[src/rtl/efuse_rd_pkg.sv]
package efuse_rd_pkg;

  // register word offsets (byte address bits 5:2)
  localparam int unsigned REG_CTRL  = 0;
  localparam int unsigned REG_CFG   = 1;
  localparam int unsigned REG_STAT  = 2;
  localparam int unsigned REG_DATA0 = 3;

  typedef enum logic [1:0] {
    SQ_IDLE,
    SQ_SETUP,
    SQ_STROBE
  } seq_state_e;

  // fixed fuse content used by the behavioural array model
  function automatic logic [7:0] fuse_pattern(input logic [9:0] x);
    return x[7:0] ^ {4{x[9:8]}} ^ 8'h3C;
  endfunction

endpackage

[src/rtl/efuse_array_model.sv]
module efuse_array_model #(
  parameter int unsigned AW = 9
) (
  input  logic          clk,
  input  logic          cs,
  input  logic [AW-1:0] addr,
  input  logic          strobe,
  output logic [7:0]    rdata
);
  import efuse_rd_pkg::*;

  // synchronous read while strobed, like an inferred ROM port
  always_ff @(posedge clk) begin
    if (strobe) begin
      rdata <= fuse_pattern(10'({cs, addr}));
    end
  end

endmodule

[src/rtl/efuse_strobe_seq.sv]
module efuse_strobe_seq #(
  parameter int unsigned AW   = 9,
  parameter int unsigned LENW = 5,
  parameter int unsigned ADJW = 4,
  parameter int unsigned STRW = 4
) (
  input  logic            clk,
  input  logic            rst,
  input  logic            start,
  input  logic [AW-1:0]   start_addr,
  input  logic [LENW-1:0] len,
  input  logic [ADJW-1:0] rd_adj,
  input  logic [STRW-1:0] rd_str,
  input  logic [7:0]      fz_rdata,
  output logic            busy,
  output logic [AW-1:0]   fz_addr,
  output logic            fz_strobe,
  output logic            cap_valid,
  output logic [LENW-1:0] cap_idx,
  output logic [7:0]      cap_byte,
  output logic            fin
);
  import efuse_rd_pkg::*;

  localparam int unsigned CNTW = ((ADJW > STRW) ? ADJW : STRW) + 1;

  seq_state_e      state;
  logic [CNTW-1:0] cnt;
  logic [LENW-1:0] idx;
  logic [AW-1:0]   addr_q;
  logic            setup_end;
  logic            strobe_end;

  assign setup_end  = (state == SQ_SETUP)  && (cnt >= CNTW'(rd_adj));
  assign strobe_end = (state == SQ_STROBE) && (cnt >= CNTW'(rd_str) + CNTW'(3));

  assign busy      = (state != SQ_IDLE);
  assign fz_strobe = (state == SQ_STROBE);
  assign fz_addr   = addr_q;
  assign cap_valid = strobe_end;
  assign cap_idx   = idx;
  assign cap_byte  = fz_rdata;
  assign fin       = strobe_end && (idx == len);

  always_ff @(posedge clk) begin
    if (rst) begin
      state  <= SQ_IDLE;
      cnt    <= '0;
      idx    <= '0;
      addr_q <= '0;
    end else begin
      case (state)
        SQ_IDLE: begin
          if (start) begin
            state  <= SQ_SETUP;
            cnt    <= '0;
            idx    <= '0;
            addr_q <= start_addr;
          end
        end
        SQ_SETUP: begin
          if (setup_end) begin
            state <= SQ_STROBE;
            cnt   <= '0;
          end else begin
            cnt <= cnt + CNTW'(1);
          end
        end
        SQ_STROBE: begin
          if (strobe_end) begin
            cnt <= '0;
            if (idx == len) begin
              state <= SQ_IDLE;
            end else begin
              state  <= SQ_SETUP;
              idx    <= idx + LENW'(1);
              addr_q <= addr_q + AW'(1);
            end
          end else begin
            cnt <= cnt + CNTW'(1);
          end
        end
        default: state <= SQ_IDLE;
      endcase
    end
  end

  AST_ADDR_HOLD: assert property (@(posedge clk) disable iff (rst)
    (fz_strobe && $past(fz_strobe)) |-> $stable(fz_addr));
  AST_STROBE_WIDTH: assert property (@(posedge clk) disable iff (rst)
    $fell(fz_strobe) |-> $past(fz_strobe, 4));

endmodule

[src/rtl/efuse_host_regs.sv]
module efuse_host_regs #(
  parameter int unsigned AW     = 9,
  parameter int unsigned LENW   = 5,
  parameter int unsigned ADJW   = 4,
  parameter int unsigned STRW   = 4,
  parameter int unsigned BAW    = 6,
  parameter int unsigned NWORDS = 8
) (
  input  logic            clk,
  input  logic            rst,
  input  logic            bus_wr,
  input  logic            bus_rd,
  input  logic [BAW-1:0]  bus_addr,
  input  logic [31:0]     bus_wdata,
  output logic [31:0]     bus_rdata,
  input  logic            busy,
  input  logic            cap_valid,
  input  logic [LENW-1:0] cap_idx,
  input  logic [7:0]      cap_byte,
  input  logic            fin,
  output logic            start,
  output logic [AW-1:0]   start_addr,
  output logic [LENW-1:0] len,
  output logic            cs,
  output logic [ADJW-1:0] rd_adj,
  output logic [STRW-1:0] rd_str,
  output logic            done,
  output logic            irq
);
  import efuse_rd_pkg::*;

  localparam int unsigned WW  = BAW - 2;
  localparam int unsigned WIW = $clog2(NWORDS);

  logic [WW-1:0]   widx;
  logic            wr_ctrl;
  logic            wr_cfg;
  logic [AW-1:0]   ctl_addr;
  logic [LENW-1:0] ctl_len;
  logic            ctl_cs, ctl_pg, ctl_wr, ctl_rd;
  logic            cfg_ie;
  logic [ADJW-1:0] cfg_radj;
  logic [STRW-1:0] cfg_rstr;
  logic [3:0]      cfg_wadj;
  logic [11:0]     cfg_wstr;
  logic            rd_done;
  logic [31:0]     dbuf [NWORDS];
  logic [31:0]     rd_mux;
  logic [1:0]      unused_lo;

  assign unused_lo  = bus_addr[1:0];
  assign widx       = bus_addr[BAW-1:2];
  assign wr_ctrl    = bus_wr && (widx == WW'(REG_CTRL));
  assign wr_cfg     = bus_wr && (widx == WW'(REG_CFG));
  assign start      = wr_ctrl && !busy && bus_wdata[0];
  assign start_addr = bus_wdata[29:21];
  assign len        = ctl_len;
  assign cs         = ctl_cs;
  assign rd_adj     = cfg_radj;
  assign rd_str     = cfg_rstr;
  assign done       = rd_done;
  assign irq        = rd_done && cfg_ie;

  // control, configuration and status state
  always_ff @(posedge clk) begin
    if (rst) begin
      ctl_addr <= '0;
      ctl_len  <= '0;
      ctl_cs   <= 1'b0;
      ctl_pg   <= 1'b0;
      ctl_wr   <= 1'b0;
      ctl_rd   <= 1'b0;
      cfg_ie   <= 1'b0;
      cfg_radj <= '0;
      cfg_rstr <= '0;
      cfg_wadj <= '0;
      cfg_wstr <= '0;
      rd_done  <= 1'b0;
    end else begin
      if (wr_ctrl && !busy) begin
        ctl_cs   <= bus_wdata[30];
        ctl_addr <= bus_wdata[29:21];
        ctl_len  <= bus_wdata[20:16];
        ctl_pg   <= bus_wdata[15];
        ctl_wr   <= bus_wdata[1];
        ctl_rd   <= bus_wdata[0];
      end else if (fin) begin
        ctl_rd <= 1'b0;
      end
      if (wr_cfg) begin
        cfg_ie   <= bus_wdata[31];
        cfg_radj <= bus_wdata[23:20];
        cfg_rstr <= bus_wdata[19:16];
        cfg_wadj <= bus_wdata[15:12];
        cfg_wstr <= bus_wdata[11:0];
      end
      if (start) begin
        rd_done <= 1'b0;
      end else if (fin) begin
        rd_done <= 1'b1;
      end
    end
  end

  // data buffer: one word per generate slice, cleared on every start
  for (genvar w = 0; w < NWORDS; w++) begin : g_word
    logic [31:0] word_q;
    always_ff @(posedge clk) begin
      if (rst || start) begin
        word_q <= '0;
      end else if (cap_valid && (cap_idx[LENW-1:2] == WIW'(w))) begin
        word_q[{cap_idx[1:0], 3'b000} +: 8] <= cap_byte;
      end
    end
    assign dbuf[w] = word_q;
  end

  always_comb begin
    rd_mux = '0;
    if (widx == WW'(REG_CTRL)) begin
      rd_mux = {1'b0, ctl_cs, ctl_addr, ctl_len, ctl_pg, 13'b0, ctl_wr, ctl_rd};
    end else if (widx == WW'(REG_CFG)) begin
      rd_mux = {cfg_ie, 7'b0, cfg_radj, cfg_rstr, cfg_wadj, cfg_wstr};
    end else if (widx == WW'(REG_STAT)) begin
      rd_mux = {30'b0, 1'b0, rd_done};
    end else if ((widx >= WW'(REG_DATA0)) && (widx < WW'(REG_DATA0 + NWORDS))) begin
      rd_mux = dbuf[WIW'(widx - WW'(REG_DATA0))];
    end
  end

  always_ff @(posedge clk) begin
    if (rst) begin
      bus_rdata <= '0;
    end else if (bus_rd) begin
      bus_rdata <= rd_mux;
    end
  end

  AST_DONE_FROM_FINISH: assert property (@(posedge clk) disable iff (rst)
    $rose(rd_done) |-> $past(fin));
  AST_CTRL_LOCK: assert property (@(posedge clk) disable iff (rst)
    busy |=> ($stable(ctl_addr) && $stable(ctl_len) && $stable(ctl_cs)));

endmodule

[src/rtl/efuse_rd_ctrl.sv]
module efuse_rd_ctrl #(
  parameter int unsigned AW   = 9,
  parameter int unsigned LENW = 5,
  parameter int unsigned ADJW = 4,
  parameter int unsigned STRW = 4,
  parameter int unsigned BAW  = 6
) (
  input  logic           clk,
  input  logic           rst,
  input  logic           bus_wr,
  input  logic           bus_rd,
  input  logic [BAW-1:0] bus_addr,
  input  logic [31:0]    bus_wdata,
  output logic [31:0]    bus_rdata,
  output logic           irq,
  output logic           fz_cs,
  output logic [AW-1:0]  fz_addr,
  output logic           fz_strobe
);

  localparam int unsigned NWORDS = 2 ** (LENW - 2);

  logic            busy, start, cap_valid, fin, done;
  logic [AW-1:0]   start_addr;
  logic [LENW-1:0] len, cap_idx;
  logic [ADJW-1:0] rd_adj;
  logic [STRW-1:0] rd_str;
  logic [7:0]      cap_byte, fz_rdata;

  efuse_host_regs #(
    .AW(AW), .LENW(LENW), .ADJW(ADJW), .STRW(STRW), .BAW(BAW), .NWORDS(NWORDS)
  ) u_regs (
    .clk        (clk),
    .rst        (rst),
    .bus_wr     (bus_wr),
    .bus_rd     (bus_rd),
    .bus_addr   (bus_addr),
    .bus_wdata  (bus_wdata),
    .bus_rdata  (bus_rdata),
    .busy       (busy),
    .cap_valid  (cap_valid),
    .cap_idx    (cap_idx),
    .cap_byte   (cap_byte),
    .fin        (fin),
    .start      (start),
    .start_addr (start_addr),
    .len        (len),
    .cs         (fz_cs),
    .rd_adj     (rd_adj),
    .rd_str     (rd_str),
    .done       (done),
    .irq        (irq)
  );

  efuse_strobe_seq #(
    .AW(AW), .LENW(LENW), .ADJW(ADJW), .STRW(STRW)
  ) u_seq (
    .clk        (clk),
    .rst        (rst),
    .start      (start),
    .start_addr (start_addr),
    .len        (len),
    .rd_adj     (rd_adj),
    .rd_str     (rd_str),
    .fz_rdata   (fz_rdata),
    .busy       (busy),
    .fz_addr    (fz_addr),
    .fz_strobe  (fz_strobe),
    .cap_valid  (cap_valid),
    .cap_idx    (cap_idx),
    .cap_byte   (cap_byte),
    .fin        (fin)
  );

  efuse_array_model #(.AW(AW)) u_array (
    .clk    (clk),
    .cs     (fz_cs),
    .addr   (fz_addr),
    .strobe (fz_strobe),
    .rdata  (fz_rdata)
  );

  AST_DONE_QUIET: assert property (@(posedge clk) disable iff (rst)
    done |-> !fz_strobe);
  AST_CS_HOLD: assert property (@(posedge clk) disable iff (rst)
    fz_strobe |-> $stable(fz_cs));

endmodule

[config.mk]
export PLATFORM = sky130hd
export DESIGN_NAME = efuse_rd_ctrl
export DESIGN_NICKNAME = d
export VERILOG_FILES = /design/src/rtl/efuse_rd_pkg.sv /design/src/rtl/efuse_array_model.sv /design/src/rtl/efuse_strobe_seq.sv /design/src/rtl/efuse_host_regs.sv /design/src/rtl/efuse_rd_ctrl.sv
export SDC_FILE = /design/constraint.sdc
export NUM_CORES = 1
export LEC_CHECK = 0
export BUFFER_PORTS_ARGS = -buffer_cell sky130_fd_sc_hd__buf_4
export CAP_MARGIN = 25
export CORE_MARGIN = 2
export CORE_UTILIZATION = 35
export CTS_BUF_LIST = sky130_fd_sc_hd__clkbuf_2 sky130_fd_sc_hd__clkbuf_4 sky130_fd_sc_hd__clkbuf_8
export DETAILED_ROUTE_END_ITERATION = 12
export PLACE_DENSITY = 0.53
export SLEW_MARGIN = 15
export SYNTH_ARGS = -nofsm -noshare
export SYNTH_HDL_FRONTEND = slang
export SYNTH_SLANG_ARGS = --single-unit
[constraint.sdc]
create_clock -name clk -period 4.3 [get_ports clk]
set_input_delay 1.075 -clock clk [delete_from_list [all_inputs] [get_ports clk]]
set_output_delay 1.075 -clock clk [all_outputs]
set_load 0.01 [all_outputs]
* Word-level counts from Yosys, hierarchy flattened
Index checks and enable logic that the tools add are counted.
** Cells by class
- Add/subtract/negate cells :: 6
- Order comparisons :: 5
- Equal/unequal tests :: 16
- Shift-type cells :: 2
- Mux-type cells :: 33
- Bitwise gates (word level) :: 3
- Reductions and logical operators :: 30
** Operators by type and width (count)
- $bwmux 32 :: 8
- $mux 32 :: 6
- $bmux 32 s3 :: 1
- $shift 8x7->32 const A :: 1
- $shiftx 8x7->32 :: 1
- $mux 9 :: 3
- $mux 5 :: 5
- $pmux 9 s2 :: 1
- $logic_and 1x1->1 :: 17
- $pmux 5 s3 :: 1
- $eq 3x3->1 const B :: 4
- $add 5x1->5 const B :: 2
- $pmux 5 s2 :: 1
- $add 9x1->9 const B :: 1
- $xor 8x8->8 :: 1
- $neg 5->7 :: 1
- $eq 3x2->1 const B :: 2
- $mux 2 :: 3
- $pmux 2 s3 :: 1
- $reduce_bool 2->1 :: 3
- $add 4x2->5 const B :: 1
- $eq 5x5->1 :: 1
- $ge 5x4->1 :: 1
- $ge 5x5->1 :: 1
- 24 further kinds :: 28
** Word-level totals
- Register bits after elaboration :: 361
- Input port bits :: 42
- Output and inout port bits :: 44
- Word-level logic and storage cells :: 121

* Depth between registers and ports, before layout
- Word-level depth :: 9
- Depth in mapped cells :: 13
- Depth with buffers taken out :: 10

* Cells and area by module
From an unflattened synthesis, not the netlist that was laid out.
** Unflattened totals
- Cell total of the unflattened synthesis :: 1915
- Area, all modules :: 17409.2 sq um
** Modules (own cells, without submodules)
- efuse_host_regs :: times used 1, cells an instance 1693, area each 15428.5 sq um, seq. area each 6646.4 sq um
- efuse_strobe_seq :: times used 1, cells an instance 206, area each 1670.4 sq um, seq. area each 420.4 sq um
- efuse_array_model :: times used 1, cells an instance 16, area each 310.3 sq um, seq. area each 240.2 sq um

* Worst setup path after synthesis
OpenSTA, ideal clock, no wires.
- Path kind :: in2reg
- From :: input port bus_addr[2]
- To :: register u_regs.bus_rdata[10]
- Library setup time :: 0.124 ns
- Data arrival time :: 3.071 ns
- Required time :: 4.176 ns
- Setup slack :: 1.105 ns
- Stages :: 11
- Buffers on the path :: 4
- Cell sequence :: buf_4 buf_2 inv_1 ha_1 buf_6 buf_6 mux4_1 nand2_1 nand2_1 a222oi_1 nor2_1
** On the way
- Cells in the longest elaborated chain, start to end :: 9
- Elaborated cells between the ends (all ways) :: 15
- Classes of those cells :: add/sub: 1; order compare: 2; eq/ne: 2; mux: 7; bitwise: 1; reduce/logical: 2
** Ends and longest elaborated chain
- from (decl) :: line efuse_rd_ctrl.sv:12 : input logic [BAW-1:0] bus_addr,
- $sub 3x2->3 :: line efuse_host_regs.sv:127 : rd_mux = dbuf[WIW'(widx - WW'(REG_DATA0))];
- $not 3->4 (not written as such) :: line efuse_host_regs.sv:127
- $bmux 32 s3 :: line efuse_host_regs.sv:127
- $mux 32 (not written as such) (2 in series) :: line efuse_host_regs.sv:127
- $mux 32 :: line efuse_host_regs.sv:126 : end else if ((widx >= WW'(REG_DATA0)) && (widx < WW'(REG_DATA0 + NWORDS))) begin
- $mux 32 :: line efuse_host_regs.sv:124 : end else if (widx == WW'(REG_STAT)) begin
- $mux 32 :: line efuse_host_regs.sv:122 : end else if (widx == WW'(REG_CFG)) begin
- $mux 32 * :: line efuse_host_regs.sv:120 : if (widx == WW'(REG_CTRL)) begin
- to (signal assigned) :: line efuse_host_regs.sv:135 : bus_rdata <= rd_mux;
- to (decl) :: line efuse_host_regs.sv:15 : output logic [31:0] bus_rdata,
Mark *: on every way between the ends. The rest lies on a longest branch, timed or not. The select of a mux whose other input is x is not followed.
A chain may end at the register's enable or synchronous reset.

* Final worst setup path
- From :: register u_regs.cfg_rstr[0], in the netlist u_regs.rd_str[0]
- To :: register u_regs.g_word[6].word_q[0]
** On the way
- Cells in the longest elaborated chain, start to end :: 4
** Ends and longest elaborated chain
- from (decl) :: line efuse_host_regs.sv:43 : logic [STRW-1:0] cfg_rstr;
- from (signal assigned) :: line efuse_host_regs.sv:93 : cfg_rstr <= bus_wdata[19:16];
- $add 4x2->5 :: line efuse_strobe_seq.sv:35 : assign strobe_end = (state == SQ_STROBE) && (cnt >= CNTW'(rd_str) + CNTW'(3));
- $ge 5x5->1 :: line efuse_strobe_seq.sv:35
- $logic_and 1x1->1 :: line efuse_strobe_seq.sv:35
- $logic_and 1x1->1 :: line efuse_host_regs.sv:111 : end else if (cap_valid && (cap_idx[LENW-1:2] == WIW'(w))) begin
- to (signal, indexed assignment) :: line efuse_host_regs.sv:112 : word_q[{cap_idx[1:0], 3'b000} +: 8] <= cap_byte;
- to (decl) :: line efuse_host_regs.sv:107 : logic [31:0] word_q;
No other way between the ends.

==> qor.csv <==
metric;value;unit
power.share.combinational;10.3;%
max-vdd-ir-drop;0.189;mV
finalInstanceArea;18800;um2
post_synth_inst_count;1787;
drt_drc_violations_left;0;
area.growth.synth_to_final;13.2;%
yosys_top_cell_by_area;dfxtp_1;
crit_path_cell_trace;inv_1 -> ha_1 -> xor2_1 -> ha_1 -> a21o_1 -> a31oi_2 -> o21a_1 -> nor3_4 -> buf_4 -> a22oi_1 -> nor2_1;
area.sequential;7310;um2
start_to_end_type_of_the_worst_setup_path;reg2reg;
die_area;49300;um2
cts_max_path_buffers;3;
seqPwrFrac;46.5;%
power;7.51;mW
via_per_inst;5.39;
fraction_of_synthesis_flops_using_an_asynchronous_set_or_reset_pin;0;%
grt_overflow_total;0;
netlist.area_leader.share;42.5;%
cts_inserted_buffers;59;
synth_enable_flop_cells;8;
grt_antenna_before_repair;0;
pwr-share-clk;43.1;%
groute.usage.overall;20.1;%
core-area;46800;um2
post_dp_cell_area;17600;um2
power.leakage;7.11;nW
max_freq;323;MHz
clk_latency;660;ps
synth_cell_types;68;
worst_setup_hold_path_clk_slew;60;ps
synthFlopType;dfxtp_1;
power_density_of_the_placed_cells;399;nW/um2
dieHeight;222;um
fillCellCount;4631;
final-max-slew-violation-count;0;
worst-endpoint-arrival;3620;ps
post-synth-top-count-cell;dfxtp_1;
power_switching_share;27.2;%
vias_in_the_first_global_route;12900;
grt_setup_unrepaired;false;
crit_buf_inv;2;
synth.top_cells.by_count;dfxtp_1, nand2_1, nor2_1, a21oi_1, mux2i_1;
drtPass1Iterations;5;
cts_post_setup_buffers_inserted;0;
ios;86;
report.final.hold_viol_count;0;
gp_congestion;0.825;
rows;79;
route.final.wire_length;50400;um
critical_path.slowest_cell;o21a_1;
effective_utilization_at_floorplan;35.6;%
synth-seq-cells;361;
synth_nets;1853;
total_switching_power;2.04;mW
ratio_of_cells_with_drive_above_1_in_the_final_layout;16.4;%
cts.htree.levels;2;
fin_tns_setup;0;ps
grt_start_max_net_pins;73;
cts.repair.resized;0;
drtAntennaViolNets;0;
multi_input_logic_area;8480;um2
detailed_placement_wirelength_estimate;32100;um
yosys_warnings;0;
mappedNetlistArea;16600;um2
worst_setup_slack_post_dpl;535;ps
internal-power;5.47;mW
nNetsFinal;1871;
crit_path_max_fanout;28;
hold_ws;450;ps
place.port_buffers;83;
final.period_utilization;72.0;%
dieWidth;222;um
worst_slew_pin_slew;1070;ps
tritoncts;yes;
finish.cell_count_without_fillers;2461;
placed_cells_incl_taps;2351;
skew;32.5;ps
path_common_cell;ha_1;
critPathTopFamily;compound AO/OA/AOI/OAI gates;
dr.first_iter.drc_count;1010;
synth.avg_cell_area;9.31;um2
synth-seq-area-share;43.9;%
clock_sinks;361;
period_needed;3090;ps
final_core_utilization;40.3;%
crit_path_end_kind;flip-flop;
routed-via-count;13300;
global_route_wire_length_before_repair;76900;um
finalSetupViolations;0;
hold_path_class;reg2reg;
setup.worst_path.start_class;flip-flop;
run_status;completed;
max_stage_delay_on_crit_path;620;ps
number_of_hold_buffers_added_after_cts;0;
ctsRootBufferMaster;clkbuf_8;
cap_violations;0;
synth_area_leaders;dfxtp_1, mux2i_1, mux4_2;
fin_ws;1210;ps
detail_route.wl_per_cell;20.5;um
slew_headroom;28.4;%
cp_data_required_time;4820;ps
-- layout by cell type, fill, tap and decap left out, types with 17 or more instances in the layout --
| master | Yosys | final |
|---|---|---|
| mux4_2 | 45 | 45 |
| o21ai_0 | 19 | 19 |
| ha_1 | 24 | 23 |
| nand2_1 | 257 | 257 |
| nor2_1 | 257 | 257 |
| dfxtp_1 | 353 | 353 |
| clkbuf_4 | 1 | 22 |
| a22oi_1 | 48 | 48 |
| nand3_1 | 77 | 77 |
| a21oi_1 | 157 | 157 |
| buf_4 | 18 | 107 |
| mux4_1 | 17 | 17 |
| mux2i_1 | 155 | 155 |
| and2_1 | 36 | 36 |
| clkbuf_8 | 0 | 71 |
-- worst min-delay path: cells and delay by family, from the launching register on --
family / cells / cell delay (ps)
AO/OA/AOI/OAI: 1 / 50
AND/OR/NAND/NOR: 1 / 50
flip-flops: 1 / 310
-- path summary, 6_finish.rpt --
| kind | endpoint | startpoint | slack [ps] | depth (start not counted) |
|---|---|---|---|---|
| hold reg to reg | u_regs.g_word[1].word_q[13]$_SDFFE_PP0P_ | u_regs.g_word[1].word_q[13]$_SDFFE_PP0P_ | 450 | 2 |
| hold / removal | u_regs.g_word[1].word_q[13]$_SDFFE_PP0P_ | u_regs.g_word[1].word_q[13]$_SDFFE_PP0P_ | 450 | 2 |
| setup / recovery | u_regs.g_word[6].word_q[0]$_SDFFE_PP0P_ | u_regs.rd_str[0]$_SDFFE_PP0P_ | 1210 | 11 |
| setup reg to reg | u_regs.g_word[6].word_q[0]$_SDFFE_PP0P_ | u_regs.rd_str[0]$_SDFFE_PP0P_ | 1210 | 11 |
-- per-layer routing --
metal  vias to the layer above  global-route usage [%]  part of all wire, %
met5                         -                       0                    0
li1                       6277                       -                    -
met3                        83                    4.20                  6.1
met4                         0                    6.80                  2.6
met1                      6469                    26.6                   45
met2                       430                    32.8                   47
-- logic make-up after synthesis --
family          after synthesis  synth area share (%)
mux                         220                  18.5
buf+inv                     174                  5.39
fa+ha+maj                    24                  1.81
compound gates              287                  10.7
xor+xnor                     18                 0.948
simple gates                703                  18.8
flops                       361                  43.9
-- area by class of cell --
class / count / area share [%]
Clock buffer: 93 / 6.07
Sequential cell: 361 / 38.8
Tap cell: 607 / 4.03
Timing Repair Buffer: 114 / 5.01
Multi-Input combinational cell: 1252 / 45.0
Inverter: 17 / 0.339
Clock inverter: 16 / 0.698
Antenna cell: 1 / 0.0133
-- power by group through the flow --
stage	clock network (mW)	registers, mW	logic (mW)
after floorplan	0	3.52	0.531
after global placement	0	3.57	0.768
after detailed placement	0	3.57	0.772
after CTS	3.32	3.50	0.774
after global routing	3.47	3.50	0.844
final	3.24	3.50	0.776
-- state kept, by name (all words and copies together), names as in the netlist, 2 cells and up --
| register | cells |
|---|---|
| u_regs.g_word.word_q | 256 |
| u_regs.bus_rdata | 32 |
| u_regs.cfg_wstr | 12 |
| u_regs.ctl_addr | 9 |
| u_seq.fz_addr | 9 |
| u_array.rdata | 8 |
| u_regs.len | 5 |
| u_seq.cap_idx | 5 |
| u_seq.cnt | 5 |
| u_regs.cfg_wadj | 4 |
| u_regs.rd_adj | 4 |
| u_regs.rd_str | 4 |
| u_seq.state | 2 |
(Power assumes the default switching activity.)
